**src/rtl/i2cseq_pkg.sv**
```systemverilog
package i2cseq_pkg;

    typedef enum logic [1:0] {
        ENG_START = 2'd0,
        ENG_STOP  = 2'd1,
        ENG_WRITE = 2'd2,
        ENG_READ  = 2'd3
    } eng_op_e;

    typedef enum logic [1:0] {
        XFER_PROBE = 2'd0,
        XFER_READ  = 2'd1,
        XFER_WRITE = 2'd2
    } xfer_e;

    typedef enum logic [1:0] {
        RES_OK        = 2'd0,
        RES_DEV_NACK  = 2'd1,
        RES_ADDR_NACK = 2'd2
    } res_e;

    typedef enum logic [2:0] {
        PH_IDLE,
        PH_ISSUE,
        PH_WAIT,
        PH_WFETCH,
        PH_RPUSH
    } phase_e;

    typedef enum logic [3:0] {
        SP_START1,
        SP_DEVW,
        SP_MADDR,
        SP_MSTOP,
        SP_START2,
        SP_DEVR,
        SP_RDATA,
        SP_WDATA,
        SP_STOP
    } step_e;

    typedef struct packed {
        eng_op_e    op;
        logic       ack;
        logic [7:0] data;
    } eng_cmd_t;

    function automatic xfer_e decode_op(input logic [1:0] code);
        case (code)
            2'd1:    return XFER_READ;
            2'd2:    return XFER_WRITE;
            default: return XFER_PROBE;
        endcase
    endfunction

    function automatic logic [7:0] dev_frame(input logic [6:0] dev, input logic rnw);
        return {dev, rnw};
    endfunction

endpackage

```
**src/rtl/i2cseq_fold.sv**
```systemverilog
module i2cseq_fold
    import i2cseq_pkg::*;
#(
    parameter int MAX_ABYTES = 4,
    localparam int AL_W      = $clog2(MAX_ABYTES + 1),
    localparam int MADDR_W   = 8 * MAX_ABYTES
) (
    input  xfer_e              op,
    input  logic [6:0]         dev,
    input  logic [MADDR_W-1:0] maddr,
    input  logic [AL_W-1:0]    alen_raw,
    input  logic [6:0]         mask,
    output logic [6:0]         dev_eff,
    output logic [AL_W-1:0]    alen_eff
);

    always_comb begin
        if (alen_raw > AL_W'(MAX_ABYTES)) alen_eff = AL_W'(MAX_ABYTES);
        else                              alen_eff = alen_raw;
    end

    always_comb begin
        if (op == XFER_PROBE)
            dev_eff = dev;
        else
            dev_eff = dev | (7'({8'h00, maddr} >> {alen_eff, 3'b000}) & mask);
    end

endmodule

```
**src/rtl/i2cseq_fail_ctr.sv**
```systemverilog
module i2cseq_fail_ctr #(
    parameter int W = 8
) (
    input  logic         clk,
    input  logic         rst,
    input  logic         clr,
    input  logic         inc,
    output logic [W-1:0] cnt
);

    always_ff @(posedge clk) begin
        if (rst || clr)  cnt <= '0;
        else if (inc)    cnt <= cnt + W'(1);
    end

endmodule

```
**src/rtl/i2cseq_ctrl.sv**
```systemverilog
module i2cseq_ctrl
    import i2cseq_pkg::*;
#(
    parameter int LEN_W      = 8,
    parameter int MAX_ABYTES = 4,
    localparam int AL_W      = $clog2(MAX_ABYTES + 1),
    localparam int MADDR_W   = 8 * MAX_ABYTES
) (
    input  logic               clk,
    input  logic               rst,
    input  logic               req_start,
    input  xfer_e              req_op,
    input  logic [6:0]         dev_eff,
    input  logic [MADDR_W-1:0] req_maddr,
    input  logic [AL_W-1:0]    alen_eff,
    input  logic [LEN_W-1:0]   req_len,
    output logic               busy,
    output logic               done,
    output res_e               status,
    input  logic               wr_valid,
    output logic               wr_ready,
    input  logic [7:0]         wr_data,
    output logic               rd_valid,
    input  logic               rd_ready,
    output logic [7:0]         rd_data,
    output logic               cmd_valid,
    input  logic               cmd_ready,
    output eng_cmd_t           cmd,
    input  logic               rsp_valid,
    input  logic               rsp_nack,
    input  logic [7:0]         rsp_byte,
    output logic               fail_clr,
    output logic               fail_inc
);

    phase_e             phase_q;
    step_e              step_q;
    xfer_e              op_q;
    logic [6:0]         dev_q;
    logic [MADDR_W-1:0] maddr_q;
    logic [AL_W-1:0]    alen_q;
    logic [AL_W-1:0]    idx_q;
    logic [LEN_W-1:0]   len_q;
    logic [7:0]         byte_q;
    res_e               status_q;
    logic               done_q;
    logic               last_byte;
    logic               rsp_take;

    assign last_byte = (len_q == LEN_W'(1));
    assign rsp_take  = (phase_q == PH_WAIT) && rsp_valid;

    // Command word follows the current step.
    always_comb begin
        cmd.op   = ENG_START;
        cmd.ack  = 1'b0;
        cmd.data = 8'h00;
        case (step_q)
            SP_START1, SP_START2: cmd.op = ENG_START;
            SP_MSTOP, SP_STOP:    cmd.op = ENG_STOP;
            SP_DEVW: begin
                cmd.op   = ENG_WRITE;
                cmd.data = dev_frame(dev_q, 1'b0);
            end
            SP_DEVR: begin
                cmd.op   = ENG_WRITE;
                cmd.data = dev_frame(dev_q, 1'b1);
            end
            SP_MADDR: begin
                cmd.op   = ENG_WRITE;
                cmd.data = 8'(maddr_q >> {idx_q, 3'b000});
            end
            SP_WDATA: begin
                cmd.op   = ENG_WRITE;
                cmd.data = byte_q;
            end
            SP_RDATA: begin
                cmd.op  = ENG_READ;
                cmd.ack = last_byte;
            end
            default: cmd.op = ENG_START;
        endcase
    end

    assign cmd_valid = (phase_q == PH_ISSUE);
    assign wr_ready  = (phase_q == PH_WFETCH);
    assign rd_valid  = (phase_q == PH_RPUSH);
    assign rd_data   = byte_q;
    assign busy      = (phase_q != PH_IDLE);
    assign done      = done_q;
    assign status    = status_q;
    assign fail_clr  = (phase_q == PH_IDLE) && req_start;
    assign fail_inc  = rsp_take && (step_q == SP_WDATA) && rsp_nack;

    always_ff @(posedge clk) begin
        done_q <= 1'b0;
        if (rst) begin
            phase_q  <= PH_IDLE;
            step_q   <= SP_START1;
            op_q     <= XFER_PROBE;
            dev_q    <= '0;
            maddr_q  <= '0;
            alen_q   <= '0;
            idx_q    <= '0;
            len_q    <= '0;
            byte_q   <= '0;
            status_q <= RES_OK;
        end else begin
            case (phase_q)
                PH_IDLE: begin
                    if (req_start) begin
                        op_q     <= req_op;
                        dev_q    <= dev_eff;
                        maddr_q  <= req_maddr;
                        alen_q   <= alen_eff;
                        len_q    <= req_len;
                        status_q <= RES_OK;
                        step_q   <= SP_START1;
                        phase_q  <= PH_ISSUE;
                    end
                end
                PH_ISSUE: begin
                    if (cmd_ready) phase_q <= PH_WAIT;
                end
                PH_WAIT: begin
                    if (rsp_valid) begin
                        phase_q <= PH_ISSUE;
                        case (step_q)
                            SP_START1: begin
                                if (op_q == XFER_READ && alen_q == '0) step_q <= SP_DEVR;
                                else                                   step_q <= SP_DEVW;
                            end
                            SP_DEVW: begin
                                if (rsp_nack) begin
                                    status_q <= RES_DEV_NACK;
                                    step_q   <= SP_STOP;
                                end else if (op_q == XFER_PROBE) begin
                                    step_q <= SP_STOP;
                                end else if (alen_q != '0) begin
                                    idx_q  <= alen_q - AL_W'(1);
                                    step_q <= SP_MADDR;
                                end else if (len_q == '0) begin
                                    step_q <= SP_STOP;
                                end else begin
                                    step_q  <= SP_WDATA;
                                    phase_q <= PH_WFETCH;
                                end
                            end
                            SP_MADDR: begin
                                if (rsp_nack) begin
                                    status_q <= RES_ADDR_NACK;
                                    step_q   <= SP_STOP;
                                end else if (idx_q != '0) begin
                                    idx_q <= idx_q - AL_W'(1);
                                end else if (op_q == XFER_READ) begin
                                    step_q <= SP_MSTOP;
                                end else if (len_q == '0) begin
                                    step_q <= SP_STOP;
                                end else begin
                                    step_q  <= SP_WDATA;
                                    phase_q <= PH_WFETCH;
                                end
                            end
                            SP_MSTOP:  step_q <= SP_START2;
                            SP_START2: step_q <= SP_DEVR;
                            SP_DEVR: begin
                                if (len_q == '0) step_q <= SP_STOP;
                                else             step_q <= SP_RDATA;
                            end
                            SP_RDATA: begin
                                byte_q  <= rsp_byte;
                                phase_q <= PH_RPUSH;
                            end
                            SP_WDATA: begin
                                len_q <= len_q - LEN_W'(1);
                                if (last_byte) step_q  <= SP_STOP;
                                else           phase_q <= PH_WFETCH;
                            end
                            SP_STOP: begin
                                phase_q <= PH_IDLE;
                                done_q  <= 1'b1;
                            end
                            default: step_q <= SP_STOP;
                        endcase
                    end
                end
                PH_WFETCH: begin
                    if (wr_valid) begin
                        byte_q  <= wr_data;
                        phase_q <= PH_ISSUE;
                    end
                end
                PH_RPUSH: begin
                    if (rd_ready) begin
                        len_q   <= len_q - LEN_W'(1);
                        phase_q <= PH_ISSUE;
                        step_q  <= last_byte ? SP_STOP : SP_RDATA;
                    end
                end
                default: phase_q <= PH_IDLE;
            endcase
        end
    end

endmodule

```
**src/rtl/i2c_mem_seq.sv**
```systemverilog
module i2c_mem_seq
    import i2cseq_pkg::*;
#(
    parameter int LEN_W      = 8,
    parameter int MAX_ABYTES = 4,
    localparam int AL_W      = $clog2(MAX_ABYTES + 1),
    localparam int MADDR_W   = 8 * MAX_ABYTES
) (
    input  logic               clk,
    input  logic               rst,
    input  logic               req_start,
    input  logic [1:0]         req_op,
    input  logic [6:0]         req_dev,
    input  logic [MADDR_W-1:0] req_maddr,
    input  logic [AL_W-1:0]    req_alen,
    input  logic [LEN_W-1:0]   req_len,
    input  logic [6:0]         fold_mask,
    output logic               busy,
    output logic               done,
    output logic [1:0]         status,
    output logic [LEN_W-1:0]   fail_cnt,
    input  logic               wr_valid,
    output logic               wr_ready,
    input  logic [7:0]         wr_data,
    output logic               rd_valid,
    input  logic               rd_ready,
    output logic [7:0]         rd_data,
    output logic               eng_cmd_valid,
    input  logic               eng_cmd_ready,
    output logic [1:0]         eng_cmd_op,
    output logic               eng_cmd_ack,
    output logic [7:0]         eng_cmd_byte,
    input  logic               eng_rsp_valid,
    input  logic               eng_rsp_nack,
    input  logic [7:0]         eng_rsp_byte
);

    xfer_e           op_dec;
    logic [6:0]      dev_eff;
    logic [AL_W-1:0] alen_eff;
    res_e            status_e;
    eng_cmd_t        cmd;
    logic            fail_clr;
    logic            fail_inc;

    assign op_dec = decode_op(req_op);

    i2cseq_fold #(.MAX_ABYTES(MAX_ABYTES)) u_fold (
        .op       (op_dec),
        .dev      (req_dev),
        .maddr    (req_maddr),
        .alen_raw (req_alen),
        .mask     (fold_mask),
        .dev_eff  (dev_eff),
        .alen_eff (alen_eff)
    );

    i2cseq_ctrl #(.LEN_W(LEN_W), .MAX_ABYTES(MAX_ABYTES)) u_ctrl (
        .clk       (clk),
        .rst       (rst),
        .req_start (req_start),
        .req_op    (op_dec),
        .dev_eff   (dev_eff),
        .req_maddr (req_maddr),
        .alen_eff  (alen_eff),
        .req_len   (req_len),
        .busy      (busy),
        .done      (done),
        .status    (status_e),
        .wr_valid  (wr_valid),
        .wr_ready  (wr_ready),
        .wr_data   (wr_data),
        .rd_valid  (rd_valid),
        .rd_ready  (rd_ready),
        .rd_data   (rd_data),
        .cmd_valid (eng_cmd_valid),
        .cmd_ready (eng_cmd_ready),
        .cmd       (cmd),
        .rsp_valid (eng_rsp_valid),
        .rsp_nack  (eng_rsp_nack),
        .rsp_byte  (eng_rsp_byte),
        .fail_clr  (fail_clr),
        .fail_inc  (fail_inc)
    );

    i2cseq_fail_ctr #(.W(LEN_W)) u_fail (
        .clk (clk),
        .rst (rst),
        .clr (fail_clr),
        .inc (fail_inc),
        .cnt (fail_cnt)
    );

    assign status       = status_e;
    assign eng_cmd_op   = cmd.op;
    assign eng_cmd_ack  = cmd.ack;
    assign eng_cmd_byte = cmd.data;

endmodule

```
**config.mk**
```make
export PLATFORM = sky130hd
export DESIGN_NAME = i2c_mem_seq
export DESIGN_NICKNAME = d
export VERILOG_FILES = /design/src/rtl/i2cseq_pkg.sv /design/src/rtl/i2cseq_fold.sv /design/src/rtl/i2cseq_fail_ctr.sv /design/src/rtl/i2cseq_ctrl.sv /design/src/rtl/i2c_mem_seq.sv
export SDC_FILE = /design/constraint.sdc
export NUM_CORES = 1
export LEC_CHECK = 0
export BUFFER_PORTS_ARGS = -buffer_cell sky130_fd_sc_hd__buf_2
export CAP_MARGIN = 30
export CORE_MARGIN = 10
export CORE_UTILIZATION = 25
export CTS_CLUSTER_DIAMETER = 200
export DETAILED_ROUTE_END_ITERATION = 8
export GPL_TIMING_DRIVEN = 0
export PLACE_DENSITY = 0.5
export SETUP_SLACK_MARGIN = 0.02
export SLEW_MARGIN = 20
export SYNTH_ARGS = -nofsm -noshare
export SYNTH_HDL_FRONTEND = slang
export SYNTH_SLANG_ARGS = --single-unit
```
**constraint.sdc**
```tcl
create_clock -name clk -period 2.2 [get_ports clk]
set_clock_uncertainty 0.15 [all_clocks]
set_input_delay 0.44 -clock clk [delete_from_list [all_inputs] [get_ports clk]]
set_output_delay 0.44 -clock clk [all_outputs]
set_load 0.005 [all_outputs]
```
==> results list <==
* Largest driver fanout on the critical path: 5
- The wire-length estimate of the detail-placed layout is 13200 um.
- Counting the fill cells in the layout gives approximately 1900.
* 1st-pass router iterations: 5
- Setup violations remaining at the end of the flow were counted as 9.
- Initial cell density of the core: approximately a quarter
- Across the run, the number of max-cap violations was 0.
- DIE AREA: 0.0245 mm2
* Worst reg2reg path endpoint: u_ctrl.phase_q[1]
- Clock transition time at the flip-flop clock pins of the worst setup and hold paths: 0.07 ns
- In this run the critical register-to-register path is launched from u_ctrl.idx_q[0].
- Period utilisation layout: 115%
- Of all flip-flops after synthesis, the portion carrying an async set or reset was 0%.
* Number of stages on the worst hold path: 3
- The worst hold path begins at req_maddr[23].
* Number of standard cells after synthesis: roughly 580
- Crit path arrival time: 1.94 ns
* Number of flops mapped to enable cells by yosys: 0
- In this run, synthesis produced a sequential element count of 81.
- Count of H-tree levels built during CTS: 3
- Worst-case vdd ir drop: roughly 370 uV
- The first routing iteration left slightly above 300 violations.
- In this run the standard cell core region covers 0.0181 mm2.
- Top FF cell, synth: sky130_fd_sc_hd__dfxtp_1
- Number of antenna cells inserted: 0
* Pin count of the biggest net entering global routing: 17
- Final number of hold-violating endpoints: 0
* Kind of end point of the critical path: output pin
- Relative max-transition margin: 45.0%
* R2R depth: 5
* Root Buffer: sky130_fd_sc_hd__clkbuf_16
- Setup repair after global routing could not meet its margin everywhere.
* Via-per-instance ratio: 5.08
- Hold-critical path endpoint: u_ctrl.maddr_q[23]
- In this run the vertical extent of the chip is 156 um.
- The min-delay analysis places its worst path in the category input pin to flip-flop.
- The number of nets handed over by synthesis was roughly 670.
- Overall overflow remaining after global route: 0
- Wire length per cell: about 18 um
- Required time of the critical path: 1.61 ns
- Sequential elements use 34.9% of the synthesized area.
- Result of the run: complete, but fails checks
- Global Route Usage Sum: around 14%
- In this run the cell area of the synthesized design comes to 0.00465 mm2.
- Cell family with the largest share of critical-path delay: multiplexers
- Achievable Freq: 395 MHz
- Pin slew with the least headroom to its limit: 0.822 ns
- Crit path largest cell delay: 0.53 ns
* Mean area per synthesized cell: about 8 um2
- Across all setup checks in the final design, the least slack found is -0.330 ns.
- In this run the count of I/O pins placed on the die edge is around 120.
- The number of slew-limit violations in the final report is 0.
- Total stage count of the critical path: 5
- Clock tree from TritonCTS: yes
- Power spread over the standard cell area amounts to 659 mW/mm2.
* Cell with the largest stage delay on the worst path: sky130_fd_sc_hd__mux4_2
* PnR Total Power: 4210 uW
* Quantity of hold-fixing buffers added after cts: 0
* Maximum buffer depth of the clock tree: 2
- Violated checks: negative setup slack
* Antenna violations before repair: 0
- Fraction of layout cells with a size suffix above 1: 33.4%
* Buffers & Inverters on Critical Path: 3
- Yosys synthesis warning count: 0
- During placement, the flow inserted port buffers numbering 113.
- Detail Route Antenna Nets: 0
- The signal on the critical path passes through buf_8, mux4_2, a222oi_1, inv_1, buf_2.
- Smallest hold slack: 0.167 ns
- Via count: around 4900
* Die Wd: 156 um
- Worst-case register-to-register setup slack: 0.02 ns
- For this design, the sink count on the clock tree is 81.
* Netlist cell types: 67
- Global-route wire length before repair: 27300 um
- After detailed placement, the design holds a cell count of 920.
- From synthesis to final layout, the design area changed by 37.5%.
- Minimum clock period: 2.53 ns
* Via count of the first global-routing pass: 4862
- Summed over all cells, the static leakage comes to approximately 0.0027 uW.
* Area used by sequential logic in the layout: 0.00164 mm2
- Filler-free cell count of the finished design: 959
- For this run, design rule violations remaining after detail routing come to 0.
* Worst Setup Path Type: flip-flop to output pin
* Clock buffer count from CTS: 9
- Routability Congestion: between 0.8 and 0.9
- Wires add up to ~18000 um.
* Final Net Count: 815
- Clock latency reported for the late side of the worst-skew pair: 0.36 ns
* Area used by multi-input combinational logic: 0.00303 mm2
- Startpoint type of the worst setup path: flip-flop
- The initialized floorplan defines 49 standard-cell rows.
synth_stat cells, types with 3 or more instances:
cell type,n,area [um2]
sky130_fd_sc_hd__a211oi_1,7,52.6
sky130_fd_sc_hd__a21o_1,3,22.5
sky130_fd_sc_hd__a21oi_1,61,305
sky130_fd_sc_hd__a222oi_1,7,70.1
sky130_fd_sc_hd__a311oi_1,17,149
sky130_fd_sc_hd__a31oi_1,7,43.8
sky130_fd_sc_hd__and2_1,3,18.8
sky130_fd_sc_hd__and3_1,4,25.0
sky130_fd_sc_hd__buf_1,5,18.8
sky130_fd_sc_hd__buf_2,12,60.1
sky130_fd_sc_hd__clkbuf_1,24,90.1
sky130_fd_sc_hd__dfxtp_1,81,1620
sky130_fd_sc_hd__ha_1,7,87.6
sky130_fd_sc_hd__inv_1,19,71.3
sky130_fd_sc_hd__mux2_2,3,33.8
sky130_fd_sc_hd__mux2i_1,31,310
sky130_fd_sc_hd__mux4_2,8,180
sky130_fd_sc_hd__nand2_1,116,435
sky130_fd_sc_hd__nand2b_1,6,37.5
sky130_fd_sc_hd__nand3_1,7,35.0
sky130_fd_sc_hd__nand3b_1,5,37.5
sky130_fd_sc_hd__nand4_1,3,18.8
sky130_fd_sc_hd__nor2_1,50,188
sky130_fd_sc_hd__nor3_1,19,95.1
sky130_fd_sc_hd__o21ai_0,9,45.0
sky130_fd_sc_hd__o21ai_1,3,15.0
sky130_fd_sc_hd__o22ai_1,3,18.8
sky130_fd_sc_hd__o31ai_1,3,22.5
sky130_fd_sc_hd__or4b_1,3,30.0
sky130_fd_sc_hd__xnor2_1,3,26.3
sky130_fd_sc_hd__xor2_1,4,35.0
area by class of cell:
| cell class | instances | share of cell area, % |
|---|---|---|
| Clock inverter | 7 | 1.74 |
| Multi-Input combinational cell | 435 | 47.3 |
| Sequential cell | 81 | 25.7 |
| Clock buffer | 9 | 3.52 |
| Tap cell | 229 | 4.48 |
| Buffer | 37 | 3.37 |
| Inverter | 20 | 1.21 |
| Timing Repair Buffer | 141 | 12.6 |
power by group:
part	switching [uW]	internal, uW
Clock	701	1020
Combinational	505	375
Sequential	67.1	1550
sequential cells by signal (all words and copies together) (netlist names):
signal,count
u_fail.cnt,8
u_ctrl.len_q,8
u_ctrl.dev_q,7
u_ctrl.alen_q,3
u_ctrl.status,2
u_ctrl.op_q,2
u_ctrl.maddr_q,32
u_ctrl.step_q,4
u_ctrl.rd_data,8
u_ctrl.phase_q,3
u_ctrl.idx_q,3
u_ctrl.done,1
metal layers:
metal  vias up  track usage, %  share of wire [%]
li1       2376               -                  -
met1      2319            18.8                 47
met2       166            22.0                 45
met3        13            3.10                6.2
met4         0            4.58                1.5
met5         -               0                  0
metrics by stage:
step | setup slack (ns) | util, % | setup TNS, ns | cell area [um2]
final | -0.330 | 35.2 | -2.27 | 6390
after CTS | -0.359 | 34.2 | -2.55 | 6200
after floorplan | 0.0727 | - | 0 | 4650
after global placement | -0.492 | 30.3 | -10.07 | 5500
after detailed placement | -0.494 | 30.3 | -10.29 | 5500
after global routing | -0.424 | 35.2 | -3.06 | 6390
worst register-to-register path, cell delays in order, from the launching register on:
cell and delay (ns):
sky130_fd_sc_hd__dfxtp_4 0.36, sky130_fd_sc_hd__nor3_1 0.62, sky130_fd_sc_hd__nand2_1 0.20, sky130_fd_sc_hd__a211oi_1 0.35, sky130_fd_sc_hd__a221oi_1 0.15, sky130_fd_sc_hd__o31ai_1 0.24
what timing repair did:
action / in CTS / in global routing
resized for setup: 59 / 43
pin swaps: 6 / 12
endpoints found under the setup margin: 63 / 62
setup buffers: 20 / 7
cloned: 1 / 0
placed cells by master (no fill, tap or decap), drive strengths merged, types with 12 or more instances in the layout:
cell type    n
a311oi      17
nand2      116
nor2        51
inv         22
dfxtp       81
o21ai       12
mux2i       31
a21oi       62
buf        155
clkbuf      32
nor3        19
logic make-up after synthesis:
kind of cell,share of synthesized area [%]
muxes,11.3
buffers and inverters,5.49
adders and majority gates,1.88
AOI/OAI and AO/OA,20.0
xor gates and xnor gates,1.32
and+or+nand+nor,25.2
DFF,34.9
worst max path at each step:
stage / endpoint / slack, ns / from
after global routing: eng_cmd_byte[5] / -0.42 / u_ctrl.idx_q[0]
after detailed placement: eng_cmd_byte[1] / -0.49 / u_ctrl.step_q[0]
after floorplan: eng_cmd_byte[7] / 0.07 / u_ctrl.step_q[0]
after CTS: eng_cmd_byte[7] / -0.36 / u_ctrl.idx_q[0]
after global placement: eng_cmd_byte[1] / -0.49 / u_ctrl.step_q[0]
final: eng_cmd_byte[7] / -0.33 / u_ctrl.idx_q[0]
Note: power is estimated with default switching activity, not from simulation.
